<file path="config.mk">
export PLATFORM = sky130hd
export DESIGN_NAME = pulse_timer
export DESIGN_NICKNAME = d
export VERILOG_FILES = /design/src/rtl/pt_pkg.sv /design/src/rtl/pt_ctrl.sv /design/src/rtl/pt_datapath.sv /design/src/rtl/pulse_timer.sv
export SDC_FILE = /design/constraint.sdc
export NUM_CORES = 1
export LEC_CHECK = 0
export BUFFER_PORTS_ARGS = -buffer_cell sky130_fd_sc_hd__buf_4
export CAP_MARGIN = 5
export CORE_MARGIN = 10
export CORE_UTILIZATION = 30
export CTS_CLUSTER_DIAMETER = 80
export DETAILED_ROUTE_END_ITERATION = 16
export PLACE_DENSITY = 0.52
export SLEW_MARGIN = 5
export SYNTH_ARGS = -nofsm -noshare
export SYNTH_HDL_FRONTEND = slang
export SYNTH_SLANG_ARGS = --single-unit
</file>
<file path="constraint.sdc">
create_clock -name clk -period 2.75 [get_ports clk]
set_clock_uncertainty 0.2 [all_clocks]
set_input_delay 0.275 -clock clk [delete_from_list [all_inputs] [get_ports clk]]
set_output_delay 0.275 -clock clk [all_outputs]
set_load 0.02 [all_outputs]
</file>
<file path="src/rtl/pt_pkg.sv">
package pt_pkg;
  typedef struct packed {
    logic run;    // astable oscillator enabled
    logic load;   // reload the one-shot count
    logic clear;  // external clear active
  } tmrStrobe_t;
endpackage

</file>
<file path="src/rtl/pt_ctrl.sv">
module pt_ctrl
  import pt_pkg::*;
(
  input  logic       clk,
  input  logic       rstN,
  input  logic       runHi,
  input  logic       runLo,
  input  logic       trigRise,
  input  logic       trigFall,
  input  logic       retrig,
  input  logic       clearIn,
  input  logic       monoBusy,
  output tmrStrobe_t stb
);
  localparam int NUM_IN = 3;
  localparam int IDX_RISE = 0;
  localparam int IDX_FALL = 1;
  localparam int IDX_RETRIG = 2;

  logic [NUM_IN-1:0] rawIn;
  logic [NUM_IN-1:0] syncA, syncB, syncPrev;

  assign rawIn = {retrig, trigFall, trigRise};

  // two-flop synchronizer plus one history flop per input
  for (genvar i = 0; i < NUM_IN; i++) begin : g_sync
    always_ff @(posedge clk or negedge rstN) begin
      if (!rstN) begin
        syncA[i]    <= 1'b0;
        syncB[i]    <= 1'b0;
        syncPrev[i] <= 1'b0;
      end else begin
        syncA[i]    <= rawIn[i];
        syncB[i]    <= syncA[i];
        syncPrev[i] <= syncB[i];
      end
    end
  end

  logic trigUp, trigDown, trigEdge, retrigHigh;

  assign trigUp     = syncB[IDX_RISE] & ~syncPrev[IDX_RISE] & ~syncB[IDX_FALL];
  assign trigDown   = ~syncB[IDX_FALL] & syncPrev[IDX_FALL] & syncB[IDX_RISE];
  assign trigEdge   = trigUp | trigDown;
  assign retrigHigh = syncB[IDX_RETRIG];

  always_comb begin
    stb.run   = runHi | ~runLo;
    stb.clear = clearIn;
    stb.load  = ~clearIn & ~stb.run & ((trigEdge & ~monoBusy) | retrigHigh);
  end

  // a synchronized edge lasts exactly one cycle
  assert_edge_single_R9: assert property (@(posedge clk) disable iff (!rstN)
    trigEdge |=> !trigEdge);
endmodule

</file>
<file path="src/rtl/pt_datapath.sv">
module pt_datapath
  import pt_pkg::*;
#(
  parameter int CNT_W = 8
) (
  input  logic             clk,
  input  logic             rstN,
  input  tmrStrobe_t       stb,
  input  logic [CNT_W-1:0] halfPeriod,
  input  logic [CNT_W-1:0] pulseLen,
  output logic             monoBusy,
  output logic             qOut,
  output logic             oscOut
);
  localparam logic [CNT_W-1:0] CNT_ONE = CNT_W'(1);

  logic [CNT_W-1:0] oscCnt;
  logic [CNT_W-1:0] monoCnt;
  logic             oscReg;
  logic             astQ;
  logic             halfTick;

  assign halfTick = (oscCnt + CNT_ONE) >= halfPeriod;

  // oscillator and divide-by-two square wave
  always_ff @(posedge clk or negedge rstN) begin
    if (!rstN) begin
      oscCnt <= '0;
      oscReg <= 1'b0;
      astQ   <= 1'b0;
    end else if (stb.clear || !stb.run) begin
      oscCnt <= '0;
      oscReg <= 1'b0;
      astQ   <= 1'b0;
    end else if (halfTick) begin
      oscCnt <= '0;
      oscReg <= ~oscReg;
      if (!oscReg) astQ <= ~astQ;
    end else begin
      oscCnt <= oscCnt + CNT_ONE;
    end
  end

  // one-shot down counter
  always_ff @(posedge clk or negedge rstN) begin
    if (!rstN)                 monoCnt <= '0;
    else if (stb.clear)        monoCnt <= '0;
    else if (stb.load)         monoCnt <= pulseLen;
    else if (monoCnt != '0)    monoCnt <= monoCnt - CNT_ONE;
  end

  assign monoBusy = monoCnt != '0;
  assign qOut     = (astQ | monoBusy) & ~stb.clear;
  assign oscOut   = oscReg;

  assert_clear_flush_R11: assert property (@(posedge clk) disable iff (!rstN)
    stb.clear |=> (monoCnt == '0 && !astQ && !oscReg));
  assert_stop_idle_R2: assert property (@(posedge clk) disable iff (!rstN)
    !stb.run |=> (!oscReg && !astQ));
  assert_q_on_osc_rise_R3: assert property (@(posedge clk) disable iff (!rstN)
    $rose(astQ) |-> $rose(oscReg));
  assert_osc_cnt_bound_R4: assert property (@(posedge clk) disable iff (!rstN)
    (stb.run && halfPeriod != '0) |-> (oscCnt < halfPeriod));
endmodule

</file>
<file path="src/rtl/pulse_timer.sv">
module pulse_timer
  import pt_pkg::*;
#(
  parameter int CNT_W = 8
) (
  input  logic             clk,
  input  logic             rstN,
  input  logic [CNT_W-1:0] halfPeriod,
  input  logic [CNT_W-1:0] pulseLen,
  input  logic             runHi,
  input  logic             runLo,
  input  logic             trigRise,
  input  logic             trigFall,
  input  logic             retrig,
  input  logic             clearIn,
  output logic             q,
  output logic             qN,
  output logic             osc
);
  tmrStrobe_t stb;
  logic       monoBusy;
  logic       qOut;

  pt_ctrl ctrl_i (
    .clk(clk), .rstN(rstN), .runHi(runHi), .runLo(runLo),
    .trigRise(trigRise), .trigFall(trigFall), .retrig(retrig),
    .clearIn(clearIn), .monoBusy(monoBusy), .stb(stb)
  );

  pt_datapath #(.CNT_W(CNT_W)) dp_i (
    .clk(clk), .rstN(rstN), .stb(stb), .halfPeriod(halfPeriod),
    .pulseLen(pulseLen), .monoBusy(monoBusy), .qOut(qOut), .oscOut(osc)
  );

  assign q  = qOut;
  assign qN = ~qOut;
endmodule

</file>
Yosys cells after proc, flatten, opt, wreduce, memory -nomap -nowiden
Cells that the tools add are included.
{"block": "word_totals", "input_bits": 24, "ff_bits": 26, "elab_cells": 53}
{"block": "classes", "n_lt_le_gt_ge": 1, "mux": 10, "n_bitwise": 21, "n_reduce_logical": 6, "eq_ne": 1, "add_sub_neg": 2}
{"cell": "8-bit two-way mux", "count": 5}
{"cell": "1-bit NOT", "count": 9}
{"cell": "8-bit by 1-bit adder with 8-bit output (second input constant)", "count": 1}
{"cell": "1-bit bitwise AND", "count": 8}
{"cell": "8-bit greater-or-equal comparator", "count": 1}
{"cell": "8-bit nonzero test", "count": 1}
{"cell": "8-bit by 1-bit subtractor with 8-bit output (second input constant)", "count": 1}
{"cell": "1-bit two-way mux", "count": 5}
{"cell": "1-bit bitwise OR", "count": 4}
{"cell": "3-bit nonzero test", "count": 1}
{"cell": "2-bit != test (second input constant)", "count": 1}
{"cell": "2-bit AND reduction", "count": 1}
{"cell": "2-bit nonzero test", "count": 1}
{"cell": "1-bit logical NOT", "count": 1}
{"cell": "1-bit logical OR", "count": 1}

Depth between registers and ports, before layout
{"block": "depth", "ltp_word": 9, "mapped_depth": 10, "depth_no_buf": 10}

Hierarchy
From an unflattened synthesis, not the netlist that was laid out.
{"block": "unflattened", "hier_cells": 134, "area_unflattened_um2": 1426.4}
{"module": "pt_datapath", "area_each_um2": 1173.6, "seq_area_each_um2": 450.4, "cells_each": 119, "instances": 1}
{"module": "pt_ctrl", "area_each_um2": 249.0, "seq_area_each_um2": 200.2, "cells_each": 14, "instances": 1}
{"module": "pulse_timer", "area_each_um2": 3.8, "seq_area_each_um2": 0.0, "cells_each": 1, "instances": 1}

Worst setup path after synthesis
Ideal clock, no wire load.
{"block": "synth_timing", "kind": "register to register", "from": "reg dp_i.oscCnt[0]", "to": "reg dp_i.astQ", "setup_slack_ns": 0.301, "synth_period_minus_slack_ns": 2.449, "path_stages_with_launch": 9, "path_buffers": 0, "arrival_time_ns": 2.125, "setup_ns": 0.125, "path_cell_list": "dfrtp_1 -> and3_1 -> nand3_1 -> xnor2_1 -> ha_1 -> a22o_1 -> o41ai_1 -> a21o_1 -> mux2_2"}
{"block": "synth_between", "elab_chain_cells": 4}
{"item": "start: declaration", "line": "pt_datapath.sv:17", "rtl": "logic [CNT_W-1:0] oscCnt;"}
{"item": "start signal: assignment", "line": "pt_datapath.sv:40", "rtl": "oscCnt <= oscCnt + CNT_ONE;"}
{"item": "8-bit by 1-bit adder with 8-bit output", "line": "pt_datapath.sv:23", "rtl": "assign halfTick = (oscCnt + CNT_ONE) >= halfPeriod;"}
{"item": "8-bit greater-or-equal comparator", "line": "pt_datapath.sv:23"}
{"item": "2-bit nonzero test (no source line)"}
{"item": "2-bit AND reduction (no source line)"}
{"item": "end signal: assignment", "line": "pt_datapath.sv:38", "rtl": "if (!oscReg) astQ <= ~astQ;"}
{"item": "end: declaration", "line": "pt_datapath.sv:20", "rtl": "logic astQ;"}
No other way between the ends.
A chain may end at the register's enable or synchronous reset.

Final worst setup path
Ends and elaborated chain as after synthesis.

==> impl_metrics.ini <==
[pwr]
combPwrFrac_pct = 36.4
swShare_pct = 31.7
power_leakage_nw = 0.921
intPower_mw = 0.877
p_sw_mw = 0.407
p_seq_share_pct = 38.7
clkPwrFrac_pct = 24.9
power.density_mw_per_mm2 = 716
ir_worst_vdd_uv = 380

[cts]
clockBufferDepth = 2
clkLatencyLatePin_ns = 0.27
cts_buffers = 3
clock_sinks = 26
htree_num_levels = 1
cts_post_setup_buffers_inserted = 0
cts_tree = done
clk_pin_slew_ns = 0.10
root_buffer = clkbuf_8

[timing]
rsz0062_at_grt = false
worst_slew_pin_slew_ns = 0.375
fmax_mhz = 401
hold_violations = 0
whs_ns = 0.0434
timing.final.crit_share_pct = 90.7
finalSetupViolCount = 0
slew_headroom_pct = 74.7
final_max_slew_viol_count = 0
setup_tns_ns = 0
min_period_ns = 2.50

[worst_hold_path]
worstHoldEndpoint = dp_i.monoCnt[3]
min_path_type = primary input to flop
worstHoldStart = pulseLen[3]
min_path_cells = 3

[floorplan]
start_util_pct = 31.7
ios = 27
fp.coreArea_mm2 = 0.00444
dieArea_mm2 = 0.00783
die_h_um = 88.5
die_w_um = 88.5
row_count = 24

[drt]
drt_pass1_iterations = 4
route.detailed.drc = 0
totalWireLength_um = 2870
drt_first_iter_violations = 23
via_per_inst = 4.67
route.detailed.wl_per_inst_um = 12.9
ant_nets = 0
vias = 1041

[grt]
grt_usage_pct = 7.72
grt_pass1_vias = 1103
grt_max_degree = 27
grt_pass1_wl_um = 4840
overflow = 0
antenna_found_initial = 0

[synthesis]
synthTopCellsByArea = dfrtp_1 (46%), ha_1 (8.9%), nor2_1 (4.5%)
syn_area_mm2 = 0.00141
synth_area_leader_cell = dfrtp_1
syn_inst = 137
synth_top_area_share_pct = 46.2
ys_ff_latch = 26
syn_area_per_cell_um2 = 10.3
synth_edf_count = 0
ys_types = 36
synthFlopType = dfrtp_1
postSynth.asyncResetShare_pct = 100
yosysSeqAreaShare_pct = 46.2
syn_nets = 171
yosysWarningCount = 0

[worst_setup_path]
reg2reg_depth = 7
ff2ff_setup_slack_ns = 0.25
startpoint_type = flop
cp-end-kind = flop
path_class = flop to flop
r2r_start = dp_i.oscCnt[0]
crit_arrival_ns = 2.46
cp_max_fo = 5
regToRegEndpoint = dp_i.astQ
worstPathRequired_ns = 2.71

[finish]
finalNetCount = 206
multi_input_area_um2 = 684
diodes = 0
drive_above_1_share_pct = 24.6
area_delta_synth_final_pct = 27.4
final_cells = 223
regArea_um2 = 651
fill_cells = 460

[placement]
port-buffer-count = 26
place_inst = 215
detailed_place_hpwl_um = 2260
gp_congestion = 0.844

[run_status]
outcome = complete, no violations

[run]
cap_violations = 0
## worst max-delay path, stage by stage (launching register included)
cell      delay (ns)
dfrtp_1         0.43
ha_1            0.33
ha_1            0.29
o211ai_1        0.16
a21oi_1         0.08
o41ai_2         0.39
a21o_1          0.19
mux2_2          0.33
## cell type report
cell class / instances / share of cell area, %
Timing Repair Buffer: 34 / 14.8
Sequential cell: 26 / 36.3
Clock buffer: 3 / 2.30
Multi-Input combinational cell: 92 / 38.2
Tap cell: 52 / 3.63
Clock inverter: 1 / 1.67
Inverter: 15 / 3.14
## placed cells by master, fill, tap and decap left out, drive strengths merged, types with 2 or more instances in the layout
cell	count
a211oi	3
a21o	3
a21oi	6
buf	30
clkbuf	3
dfrtp	26
dlygate4sd3	4
ha	10
inv	15
mux2i	5
nand2	5
nand3	4
nor2	17
nor2b	8
nor3	3
nor4	2
xnor2	5
xor2	4
## synth_stat cells (2+ instances only)
library cell  number
xor2_1             4
nor2b_1            8
dfrtp_1           26
ha_1              10
clkbuf_1           2
mux2i_1            5
nand3_1            4
a21o_1             3
a21oi_1            6
nand2_1            5
inv_1             15
nor3_1             3
a211oi_2           3
nor2_1            17
xnor2_1            5
## state kept, by name, indices dropped and copies added (netlist names)
register / count
ctrl_i.syncPrev: 2
ctrl_i.syncB: 2
dp_i.oscOut: 1
dp_i.astQ: 1
dp_i.monoCnt: 8
ctrl_i.retrigHigh: 1
dp_i.oscCnt: 8
ctrl_i.syncA: 3
## metrics by stage
stage	setup WS (ns)	cell area [µm²]	utilization, %	power, mW
after floorplan	0.301	1410	-	0.844
after global placement	0.189	1670	37.7	0.967
after detailed placement	0.116	1670	37.7	0.975
after CTS	0.0952	1790	40.2	1.31
after global routing	0.0501	1790	40.3	1.39
final	0.255	1790	40.3	1.28
## routing by layer
metal  global-route usage, %  part of all wire (%)
met2                    13.9                    48
met5                       0                     0
met3                    3.58                   9.2
met1                    8.14                    43
met4                    1.32                  0.35
## repair_timing
action                     4_1_cts  5_1_grt
hold buffers                     4        0
setup endpoints to repair        0        6
hold endpoints to repair        29        0
resized for setup                0        1
## logic make-up after synthesis
logic type | synth area share (%)
simple gates | 18.2
flops | 46.2
compound gates | 11.0
buf+inv | 5.69
fa+ha+maj | 8.89
xor+xnor | 5.60
mux | 4.36
## power by group through the flow
stage                     Clock, mW  Sequential, mW  Combinational, mW
after floorplan                   0           0.492              0.351
after global placement            0           0.502              0.464
after detailed placement          0           0.506              0.469
after CTS                     0.333           0.498              0.475
after global routing          0.350           0.507              0.529
final                         0.319           0.497              0.468
## worst max-delay path by stage
stage                         from  slack (ns)  cells past startpoint         to
finish              dp_i.oscCnt[0]        0.25                      7  dp_i.astQ
global placement    dp_i.oscCnt[0]        0.19                      8  dp_i.astQ
floorplan           dp_i.oscCnt[0]        0.30                      8  dp_i.astQ
CTS                 dp_i.oscCnt[0]         0.1                      8  dp_i.astQ
global route        dp_i.oscCnt[0]        0.05                      8  dp_i.astQ
detailed placement  dp_i.oscCnt[0]        0.12                      8  dp_i.astQ
Power figures use the tool's default switching activity.
